$ cat config.mk
export PLATFORM = sky130hd
export DESIGN_NAME = regmap_axil_slave
export DESIGN_NICKNAME = d
export VERILOG_FILES = /design/src/rtl/regmap_pkg.sv /design/src/rtl/regmap_wr_chan.sv /design/src/rtl/regmap_rd_chan.sv /design/src/rtl/regmap_regs.sv /design/src/rtl/regmap_axil_slave.sv
export SDC_FILE = /design/constraint.sdc
export NUM_CORES = 1
export LEC_CHECK = 0
export CAP_MARGIN = 5
export CORE_AREA = 5 5 120 122
export CTS_BUF_LIST = sky130_fd_sc_hd__clkbuf_16
export DETAILED_ROUTE_END_ITERATION = 10
export DIE_AREA = 0 0 125 127
export PLACE_DENSITY = 0.8
export REMOVE_ABC_BUFFERS = 1
export SLEW_MARGIN = 20
export SYNTH_ARGS = -nofsm -noshare
export SYNTH_HDL_FRONTEND = slang
export SYNTH_HIERARCHICAL = 1
export SYNTH_SLANG_ARGS = --single-unit
$ cat constraint.sdc
create_clock -name clk -period 2.5 [get_ports clk]
set_input_delay 0.5 -clock clk [delete_from_list [all_inputs] [get_ports clk]]
set_output_delay 0.5 -clock clk [all_outputs]
set_load 0.1 [all_outputs]
$ cat src/rtl/regmap_pkg.sv
package regmap_pkg;

    typedef enum logic [1:0] {
        RST_SYNC_HI  = 2'd0,
        RST_SYNC_LO  = 2'd1,
        RST_ASYNC_HI = 2'd2,
        RST_ASYNC_LO = 2'd3
    } rst_mode_e;

    typedef enum logic [1:0] {
        BAUD_9600   = 2'd0,
        BAUD_38400  = 2'd1,
        BAUD_115200 = 2'd2,
        BAUD_RSVD   = 2'd3
    } baud_e;

    // slot order is behaviour: it fixes each register's offset
    typedef enum logic [2:0] {
        SLOT_VERSION = 3'd0,
        SLOT_IDENT   = 3'd1,
        SLOT_STATUS  = 3'd2,
        SLOT_SCRATCH = 3'd3,
        SLOT_CTRL    = 3'd4
    } slot_e;

    localparam int          NUM_SLOTS   = 5;
    localparam logic [7:0]  VER_MAJOR   = 8'd3;
    localparam logic [7:0]  VER_MINOR   = 8'd1;
    localparam logic [7:0]  VER_PATCH   = 8'd0;
    localparam logic [7:0]  VER_REV     = 8'd0;
    localparam logic [31:0] IDENT_VALUE = 32'd32;

endpackage

$ cat src/rtl/regmap_wr_chan.sv
module regmap_wr_chan #(
    parameter int ADDR_W = 10,
    parameter int DATA_W = 32,
    parameter bit ASYNC  = 1'b0
) (
    input  logic                clk,
    input  logic                rst,
    input  logic [ADDR_W-1:0]   awaddr,
    input  logic                awvalid,
    output logic                awready,
    input  logic [DATA_W-1:0]   wdata,
    input  logic [DATA_W/8-1:0] wstrb,
    input  logic                wvalid,
    output logic                wready,
    output logic                bvalid,
    input  logic                bready,
    output logic                commit,
    output logic [ADDR_W-1:0]   cm_addr,
    output logic [DATA_W-1:0]   cm_data,
    output logic [DATA_W/8-1:0] cm_strb
);
    localparam int STRB_W = DATA_W / 8;

    typedef struct packed {
        logic              aw_held;
        logic              w_held;
        logic              b_pend;
        logic [ADDR_W-1:0] addr;
        logic [DATA_W-1:0] data;
        logic [STRB_W-1:0] strb;
    } wr_state_t;

    localparam wr_state_t WR_RESET = '0;

    wr_state_t st_d, st_q;

    always_comb begin
        st_d    = st_q;
        awready = !st_q.aw_held && !st_q.b_pend;
        wready  = !st_q.w_held && !st_q.b_pend;
        commit  = st_q.aw_held && st_q.w_held;
        if (awvalid && awready) begin
            st_d.aw_held = 1'b1;
            st_d.addr    = awaddr;
        end
        if (wvalid && wready) begin
            st_d.w_held = 1'b1;
            st_d.data   = wdata;
            st_d.strb   = wstrb;
        end
        if (commit) begin
            st_d.aw_held = 1'b0;
            st_d.w_held  = 1'b0;
            st_d.b_pend  = 1'b1;
        end
        if (st_q.b_pend && bready) begin
            st_d.b_pend = 1'b0;
        end
    end

    generate
        if (ASYNC) begin : g_async
            always_ff @(posedge clk or posedge rst) begin
                if (rst) st_q <= WR_RESET;
                else     st_q <= st_d;
            end
        end else begin : g_sync
            always_ff @(posedge clk) begin
                if (rst) st_q <= WR_RESET;
                else     st_q <= st_d;
            end
        end
    endgenerate

    assign bvalid  = st_q.b_pend;
    assign cm_addr = st_q.addr;
    assign cm_data = st_q.data;
    assign cm_strb = st_q.strb;

    // a pending response waits for its ready
    a_r8_bvalid_hold: assert property (@(posedge clk) disable iff (rst)
        bvalid && !bready |=> bvalid);
    // a commit always produces a response in the next cycle
    a_r8_commit_resp: assert property (@(posedge clk) disable iff (rst)
        commit |=> bvalid);
    // no new write accepted while a response is pending
    a_r9_single_write: assert property (@(posedge clk) disable iff (rst)
        bvalid |-> !awready && !wready);

endmodule

$ cat src/rtl/regmap_rd_chan.sv
module regmap_rd_chan #(
    parameter int DATA_W = 32,
    parameter bit ASYNC  = 1'b0
) (
    input  logic              clk,
    input  logic              rst,
    input  logic              arvalid,
    output logic              arready,
    input  logic [DATA_W-1:0] lk_data,
    output logic [DATA_W-1:0] rdata,
    output logic              rvalid,
    input  logic              rready
);
    typedef struct packed {
        logic              r_pend;
        logic [DATA_W-1:0] data;
    } rd_state_t;

    localparam rd_state_t RD_RESET = '0;

    rd_state_t st_d, st_q;

    always_comb begin
        st_d    = st_q;
        arready = !st_q.r_pend;
        if (arvalid && arready) begin
            st_d.r_pend = 1'b1;
            st_d.data   = lk_data;
        end
        if (st_q.r_pend && rready) begin
            st_d.r_pend = 1'b0;
        end
    end

    generate
        if (ASYNC) begin : g_async
            always_ff @(posedge clk or posedge rst) begin
                if (rst) st_q <= RD_RESET;
                else     st_q <= st_d;
            end
        end else begin : g_sync
            always_ff @(posedge clk) begin
                if (rst) st_q <= RD_RESET;
                else     st_q <= st_d;
            end
        end
    endgenerate

    assign rvalid = st_q.r_pend;
    assign rdata  = st_q.data;

    // read data stays put until accepted
    a_r9_rdata_hold: assert property (@(posedge clk) disable iff (rst)
        rvalid && !rready |=> rvalid && $stable(rdata));
    // only one read in flight
    a_r9_single_read: assert property (@(posedge clk) disable iff (rst)
        rvalid |-> !arready);

endmodule

$ cat src/rtl/regmap_regs.sv
module regmap_regs
    import regmap_pkg::*;
#(
    parameter int                ADDR_W    = 10,
    parameter int                DATA_W    = 32,
    parameter logic [ADDR_W-1:0] BASE_ADDR = '0,
    parameter logic [DATA_W-1:0] READ_FILL = '0,
    parameter bit                ASYNC     = 1'b0
) (
    input  logic                clk,
    input  logic                rst,
    input  logic                we,
    input  logic [ADDR_W-1:0]   w_addr,
    input  logic [DATA_W-1:0]   w_data,
    input  logic [DATA_W/8-1:0] w_strb,
    input  logic [ADDR_W-1:0]   r_addr,
    output logic [DATA_W-1:0]   r_data,
    input  logic [DATA_W-1:0]   hw_status,
    output logic [DATA_W-1:0]   scratch_out,
    output logic [1:0]          baud_sel
);
    localparam int STRB_W    = DATA_W / 8;
    localparam int ALIGN_LSB = $clog2(STRB_W);
    localparam logic [DATA_W-1:0] VERSION_WORD =
        DATA_W'({VER_MAJOR, VER_MINOR, VER_PATCH, VER_REV});
    localparam logic [DATA_W-1:0] IDENT_WORD = DATA_W'(IDENT_VALUE);

    typedef struct packed {
        logic              hit;
        logic [ADDR_W-1:0] idx;
    } dec_t;

    typedef struct packed {
        logic [DATA_W-1:0] scratch;
        logic [1:0]        baud;
    } reg_state_t;

    localparam reg_state_t REG_RESET = '{scratch: '0, baud: BAUD_9600};

    reg_state_t st_d, st_q;
    dec_t       wdec, rdec;

    function automatic dec_t decode(input logic [ADDR_W-1:0] a);
        dec_t              r;
        logic [ADDR_W-1:0] off;
        off   = a - BASE_ADDR;
        r.idx = off >> ALIGN_LSB;
        r.hit = (a >= BASE_ADDR) && (off[ALIGN_LSB-1:0] == '0)
                && (r.idx < ADDR_W'(NUM_SLOTS));
        return r;
    endfunction

    always_comb begin
        wdec = decode(w_addr);
        st_d = st_q;
        if (we && wdec.hit) begin
            if (wdec.idx == ADDR_W'(SLOT_SCRATCH)) begin
                for (int k = 0; k < STRB_W; k++) begin
                    if (w_strb[k]) st_d.scratch[8*k +: 8] = w_data[8*k +: 8];
                end
            end
            if (wdec.idx == ADDR_W'(SLOT_CTRL) && w_strb[0]
                && w_data[1:0] != BAUD_RSVD) begin
                st_d.baud = w_data[1:0];
            end
        end
    end

    always_comb begin
        rdec   = decode(r_addr);
        r_data = READ_FILL;
        if (rdec.hit) begin
            case (rdec.idx)
                ADDR_W'(SLOT_VERSION): r_data = VERSION_WORD;
                ADDR_W'(SLOT_IDENT):   r_data = IDENT_WORD;
                ADDR_W'(SLOT_STATUS):  r_data = hw_status;
                ADDR_W'(SLOT_SCRATCH): r_data = st_q.scratch;
                default:               r_data = DATA_W'(st_q.baud);
            endcase
        end
    end

    generate
        if (ASYNC) begin : g_async
            always_ff @(posedge clk or posedge rst) begin
                if (rst) st_q <= REG_RESET;
                else     st_q <= st_d;
            end
        end else begin : g_sync
            always_ff @(posedge clk) begin
                if (rst) st_q <= REG_RESET;
                else     st_q <= st_d;
            end
        end
    endgenerate

    assign scratch_out = st_q.scratch;
    assign baud_sel    = st_q.baud;

    // the reserved code never reaches the output
    a_r6_baud_not_reserved: assert property (@(posedge clk) disable iff (rst)
        baud_sel != BAUD_RSVD);
    // the scratch word moves only on a committed write
    a_r5_scratch_quiet: assert property (@(posedge clk) disable iff (rst)
        !we |=> $stable(scratch_out));
    // the baud code moves only on a committed write
    a_r6_baud_quiet: assert property (@(posedge clk) disable iff (rst)
        !we |=> $stable(baud_sel));

endmodule

$ cat src/rtl/regmap_axil_slave.sv
module regmap_axil_slave
    import regmap_pkg::*;
#(
    parameter int                DATA_W    = 32,
    parameter int                ADDR_W    = 10,
    parameter logic [ADDR_W-1:0] BASE_ADDR = '0,
    parameter logic [DATA_W-1:0] READ_FILL = '0,
    parameter rst_mode_e         RST_MODE  = RST_SYNC_LO
) (
    input  logic                clk,
    input  logic                rst_in,
    input  logic [ADDR_W-1:0]   s_awaddr,
    input  logic                s_awvalid,
    output logic                s_awready,
    input  logic [DATA_W-1:0]   s_wdata,
    input  logic [DATA_W/8-1:0] s_wstrb,
    input  logic                s_wvalid,
    output logic                s_wready,
    output logic [1:0]          s_bresp,
    output logic                s_bvalid,
    input  logic                s_bready,
    input  logic [ADDR_W-1:0]   s_araddr,
    input  logic                s_arvalid,
    output logic                s_arready,
    output logic [DATA_W-1:0]   s_rdata,
    output logic [1:0]          s_rresp,
    output logic                s_rvalid,
    input  logic                s_rready,
    input  logic [DATA_W-1:0]   hw_status,
    output logic [DATA_W-1:0]   scratch_out,
    output logic [1:0]          baud_sel
);
    localparam int STRB_W = DATA_W / 8;
    localparam bit ASYNC  = (RST_MODE == RST_ASYNC_HI) || (RST_MODE == RST_ASYNC_LO);
    localparam bit ACT_LO = (RST_MODE == RST_SYNC_LO)  || (RST_MODE == RST_ASYNC_LO);

    logic              rst;
    logic              commit;
    logic [ADDR_W-1:0] cm_addr;
    logic [DATA_W-1:0] cm_data;
    logic [STRB_W-1:0] cm_strb;
    logic [DATA_W-1:0] lk_data;

    assign rst     = ACT_LO ? ~rst_in : rst_in;
    assign s_bresp = 2'b00;
    assign s_rresp = 2'b00;

    regmap_wr_chan #(.ADDR_W(ADDR_W), .DATA_W(DATA_W), .ASYNC(ASYNC)) u_wr (
        .clk(clk), .rst(rst),
        .awaddr(s_awaddr), .awvalid(s_awvalid), .awready(s_awready),
        .wdata(s_wdata), .wstrb(s_wstrb), .wvalid(s_wvalid), .wready(s_wready),
        .bvalid(s_bvalid), .bready(s_bready),
        .commit(commit), .cm_addr(cm_addr), .cm_data(cm_data), .cm_strb(cm_strb)
    );

    regmap_rd_chan #(.DATA_W(DATA_W), .ASYNC(ASYNC)) u_rd (
        .clk(clk), .rst(rst),
        .arvalid(s_arvalid), .arready(s_arready), .lk_data(lk_data),
        .rdata(s_rdata), .rvalid(s_rvalid), .rready(s_rready)
    );

    regmap_regs #(
        .ADDR_W(ADDR_W), .DATA_W(DATA_W), .BASE_ADDR(BASE_ADDR),
        .READ_FILL(READ_FILL), .ASYNC(ASYNC)
    ) u_regs (
        .clk(clk), .rst(rst),
        .we(commit), .w_addr(cm_addr), .w_data(cm_data), .w_strb(cm_strb),
        .r_addr(s_araddr), .r_data(lk_data), .hw_status(hw_status),
        .scratch_out(scratch_out), .baud_sel(baud_sel)
    );

endmodule

# [After elaboration in Yosys (flattened, before gate mapping)]
# Cells that the tools add are included.
[classes] n_lt_le_gt_ge=4 eq_ne=6 muxes=2 bitwise_logic=1 reduce_logical=30
[ops] cell="$pmux W32 S4" n=1
[ops] cell="$mux W32" n=1
[ops] cell="$eq A8 B2 Y1 const B" n=3
[ops] cell="$ge A10 B1 Y1 const B" n=2
[ops] cell="$lt A8 B3 Y1 const B" n=2
[ops] cell="$logic_and A1 B1 Y1" n=15
[ops] cell="$reduce_and A3 Y1" n=4
[ops] cell="$logic_not A10 Y1" n=1
[ops] cell="$eq A8 B1 Y1 const B" n=1
[ops] cell="$eq A8 B3 Y1 const B" n=1
[ops] cell="$reduce_or A2 Y1" n=3
[ops] cell="$logic_not A1 Y1" n=4
[ops] cell="$logic_not A2 Y1" n=2
[ops] cell="$ne A2 B2 Y1 const B" n=1
[ops] cell="$reduce_and A2 Y1" n=1
[ops] cell="$not A1 Y1" n=1
[word_totals] regBits=116 in_bits=95 out_inout_bits=75 elab_cells=56

# [Depth between registers and ports, before layout]
[logic_depth] word_depth=5 depth_mapped=6 mapped_depth_nobuf=5

# [By module]
# Netlist, hierarchy kept.
[modules_own_cells] module="regmap_wr_chan" instances=1 cells_each=260 area_each_um2=2577.5 seq_area_each_um2=980.9
[modules_own_cells] module="regmap_regs" instances=1 cells_each=244 area_each_um2=2173.3 seq_area_each_um2=680.7
[modules_own_cells] module="regmap_rd_chan" instances=1 cells_each=149 area_each_um2=1569.0 seq_area_each_um2=660.6
[modules_own_cells] module="regmap_axil_slave" instances=1 cells_each=6 area_each_um2=37.5 seq_area_each_um2=0.0

# [Worst setup path before layout]
# No wires, ideal clock.
[synth_timing] kind="flip-flop to output port" startpoint="register u_wr.st_q, in the netlist u_wr/bvalid" endpoint="output s_awready" t_arrival_ns=2.119 required_ns=2.000 slack_ns=-0.119 path_stages_with_launch=2 path_buffers=0 path_cell_list="dfxtp_1 -> nor2_1"
[synth_via] elab_chain_len=2
[synth_rtl] element="start: declaration" line_no="regmap_wr_chan.sv:35" text="wr_state_t st_d, st_q;"
[synth_rtl] element="start signal: assignment" line_no="regmap_wr_chan.sv:70" text="else st_q <= st_d;"
[synth_rtl] element="$logic_not A1 Y1" line_no="regmap_wr_chan.sv:39" text="awready = !st_q.aw_held && !st_q.b_pend;"
[synth_rtl] element="$logic_and A1 B1 Y1" line_no="regmap_wr_chan.sv:39"
[synth_rtl] element="end: declaration" line_no="regmap_axil_slave.sv:14" text="output logic s_awready,"
# No other way between the ends.

# [Worst setup path in the final report]
[layout_timing] startpoint="register u_wr/st_q[47] (netlist name)" endpoint="register u_regs.st_q, in the netlist u_regs/scratch_out[12]"
[layout_via] elab_chain_len=3
[layout_rtl] element="$logic_and A1 B1 Y1" line_no="regmap_wr_chan.sv:41" text="commit = st_q.aw_held && st_q.w_held;"
[layout_rtl] element="named net commit" line_no="regmap_axil_slave.sv:38" text="logic commit;"
[layout_rtl] element="$logic_and A1 B1 Y1" line_no="regmap_regs.sv:56" text="if (we && wdec.hit) begin"
[layout_rtl] element="$reduce_and A3 Y1 (no line)"
[layout_rtl] element="end signal: assignment" line_no="regmap_regs.sv:92" text="else st_q <= st_d;"
[layout_rtl] element="end: declaration" line_no="regmap_regs.sv:40" text="reg_state_t st_d, st_q;"
# The timed path passes the listed nets, and every way through them passes these cells.
# A chain may end at the register's enable or synchronous reset.

==> run summary <==
The flow ran to the end, and the final reports show no timing, DRC or antenna violations. The average wire length per cell after detail routing is between 15 and 20 microns. The power share of the clock group came out at between 40 and 50%. The clock passes through at most 2 buffers.

The final count of hold timing violations came out at 0. The share of the cycle needed by the critical path after routing is 86.6%. The setup slack on the worst flop-to-flop path came out at roughly 0.34 ns. Of the total power, the share spent switching nets is a little under a quarter. The total cell area at the placement stage is 7530 sq um. The area of the mapped netlist is 6360 sq um. Dividing the synthesized area by the synthesized cell count gives 9.65 sq um. nand2b_1 is the most common cell in the netlist. The HPWL after detailed placement is just over 10000 microns. The number of diodes added for antenna fixing came out at 0.

The startpoint identified for the worst register-to-register timing path is u_wr/st_q[47]. For this design the top-level I/O count stands at 170. The clock latency reported for the late side of the worst-skew pair came out at 0.40 ns. The standard-cell row count is 42. The relative slew slack came out at between 50% and 60%. The max-cap check violation count is 0. The startpoint kind of the worst setup timing path is a flop. For this run the aggregate overflow at the end of global routing stands at 0. The post-synthesis register bit count came out at about 120. The maximum number of pins on one net before global-route repair is about 140. Setup violations remaining at the end of the flow were counted as 0. The count of antenna-violating nets left after detailed routing is 0. The final route contains 4670 vias. The count of distinct cell types in the synthesized netlist is 38. The die height is between 100 and 150 microns.

The yosys synthesis warning count came out at 6. Of the post-synthesis cell area, the dominant cell type holds approximately 37%. The number of post-CTS setup repair buffers came out at 0. The fraction of power consumed by combinational cells came out at roughly an eighth. After the last flow step, the layout net total stands at about 850.

In this run the clock root is driven by a clkbuf_16. The count of buffers inserted at the top-level ports came out at between 150 and 200. The post-layout total power came out at around 5000 uW.

Counting the fill cells in the layout gives about 1100. The total of cells resized after clock tree synthesis is 0. The biggest area consumer among synthesized cells is dfxtp_1. The floorplan step defined a die boundary enclosing approximately 16000 sq um. After clock tree synthesis, the clock-pin slew on the worst setup and hold paths is 0.05 ns. The number of buffers inserted by hold repair at cts came out at 0. Among all flip-flop cells after synthesis, the most frequent one is dfxtp_1. The final worst clock skew came out at 0.00395 ns. In the post-synthesis netlist, the biggest area contributors are dfxtp_1, nand2b_1, mux2i_1. The final wirelength came out at 14700 microns. The net switching power is 1150 uW. The number of H-tree branching levels is 4. In the routed design, unresolved DRC markers number 0. The worst hold path stage count is 2. The capture endpoint of the worst hold path is u_rd/rdata[21]. The clock net in this run drives a total of around 120 sinks.

The number of cells on the worst reg-to-reg path came out at 4. The origin of the worst min-delay path is u_rd/rdata[21]. The number of enable-type register cells in the synthesized netlist came out at 0. In this run, the number of DRC markers left after iteration 0 of detailed routing was ~250.

Sequential cells were found to cover between 30% and 40% of the synthesized design area. The total power divided by cell area is 608 nW/um^2. The first-pass iteration count of the detailed router came out at 4.

In this run the critical register-to-register path is captured at u_regs/scratch_out[12]. Setup total negative slack on the finished layout was measured at 0 ns. The final cell area excluding filler cells came out at 8100 sq um.

The via count of the first global-routing pass came to approximately 4700. The global routing usage summed across all routing layers came out at a little under a fifth. The weighted congestion at the end of routability-driven global placement is between 0.7 and 0.8. The number of instances in the placed design came out at about 920. The data arrival time at the worst-slack endpoint came out at roughly 2.4 ns. The worst path required time came out at between 2 and 3 ns. The vias per cell came out at between 4 and 5.

The max-slew violation count came to 0. The proportion of power drawn by flip-flops and latches is about two fifths. The share of post-route cells with drive strength above 1 came out at 17.0%. The largest voltage drop on the vdd net came out at roughly 0.36 mV. The initial antenna violation count is 0.

TritonCTS built the clock tree. The time the final worst path needs with I/O delays and setup came out at ~2.2 ns. The first-pass GRT wire length came out at around 24000 microns. The kind of capture point of the worst setup path is a flop. The critical path class is flop to flop.

The worst min-delay path category is flop to flop. The analysis attributes to cell leakage a power of between 0.003 and 0.004 uW. The x dimension of the die came out at roughly 130 microns. At the pin with the least slew margin, the transition time is between 0.6 and 0.7 ns. The number of buffers inserted during clock tree synthesis is 17. The commonest cells after synthesis are nand2b_1, dfxtp_1, mux2i_1. The internal cell power is between 3000 and 4000 uW.

The area growth from synthesis to final layout is 27.4%. Setup repair after global routing left no endpoint under its margin. The largest driver fanout on the critical path is 8. The proportion of register bits with asynchronous set or reset after synthesis came out at 0%. The number of standard cells in the layout, taps in and fillers out is 947. The maximum frequency from static timing analysis is 462 MHz. The core region area came out at 13100 sq um. The cell count after synthesis came out at ~660.

The initial core utilization is between 40 and 50%.
-- power by group through the flow --
stage	sequential, uW	combinational (uW)	clock [uW]
final	1960	628	2340
after global routing	1960	674	2460
after CTS	1960	632	2390
after detailed placement	1990	630	0
after global placement	1990	617	0
after floorplan	2000	349	0
-- cells by family after synthesis --
group / after synthesis / share of synthesized area (%)
AND/OR/NAND/NOR: 289 / 30.6
flip-flops: 116 / 36.5
other: 1 / 0.0590
multiplexers: 108 / 17.0
buffers and inverters: 101 / 11.1
AO/OA/AOI/OAI: 44 / 4.59
-- metal layers --
layer	wire (microns)	vias up	GRT usage [%]
met5	0	-	0
met4	232	0	6.51
met3	744	16	4.17
met2	7270	114	30.8
met1	6440	2179	22.7
li1	-	2361	-
-- layout make-up --
class	instances	area, sq um	share of cell area [%]
Tap cell	176	220	2.72
Multi-Input combinational cell	445	3340	41.3
Sequential cell	116	2320	28.7
Clock buffer	17	425	5.25
Inverter	2	10.0	0.124
Clock inverter	14	144	1.78
Timing Repair Buffer	177	1630	20.2
-- layout by cell type, fill, tap and decap left out, types with 3 or more instances in the layout --
master / count
o21ai_0: 3
clkdlybuf4s50_1: 93
o21ai_1: 20
mux2i_1: 106
nor2_1: 35
clkinv_1: 5
nand4bb_1: 32
buf_12: 6
nand2_1: 4
nor2b_1: 3
dfxtp_1: 116
clkbuf_16: 17
buf_4: 77
clkinv_2: 4
conb_1: 4
nand4b_1: 6
bufinv_16: 3
a211oi_1: 3
o21ai_2: 10
nand2b_1: 192
-- critical path, cell delays in order (launching register included) --
cell and delay (ns):
dfxtp_1 0.45, and2_1 0.16, or4b_1 0.61, or3_1 0.62
mux2i_1 0.19
-- state kept, by name, indices dropped and copies added (netlist names) --
| signal | count |
|---|---|
| u_wr/bvalid | 1 |
| u_wr/cm_addr | 10 |
| u_wr/cm_strb | 4 |
| u_wr/cm_data | 32 |
| u_rd/rvalid | 1 |
| u_wr/st_q | 2 |
| u_regs/scratch_out | 32 |
| u_regs/baud_sel | 2 |
| u_rd/rdata | 32 |
-- metrics by stage --
step	setup WS, ns	hold WS [ns]	util [%]
after global routing	0.213	0.484	61.9
final	0.335	0.464	61.9
after detailed placement	0.290	0.460	57.6
after floorplan	-0.813	0.444	-
after CTS	0.305	0.468	61.9
after global placement	0.352	0.454	57.6
-- worst max path at each step --
stage | start | end | slack [ns] | depth (start not counted)
2_1_floorplan | u_wr/bvalid | u_wr/cm_data[0] | -0.81 | 2
3_3_place_gp | u_wr/st_q[47] | u_regs/scratch_out[9] | 0.35 | 4
3_5_place_dp | s_araddr[7] | u_rd/rdata[9] | 0.29 | 7
4_1_cts | u_wr/st_q[47] | u_regs/scratch_out[4] | 0.30 | 4
5_1_grt | u_wr/st_q[47] | u_regs/scratch_out[12] | 0.21 | 4
6_report | u_wr/st_q[47] | u_regs/scratch_out[12] | 0.34 | 4
Note: power is estimated with default switching activity, not from simulation.
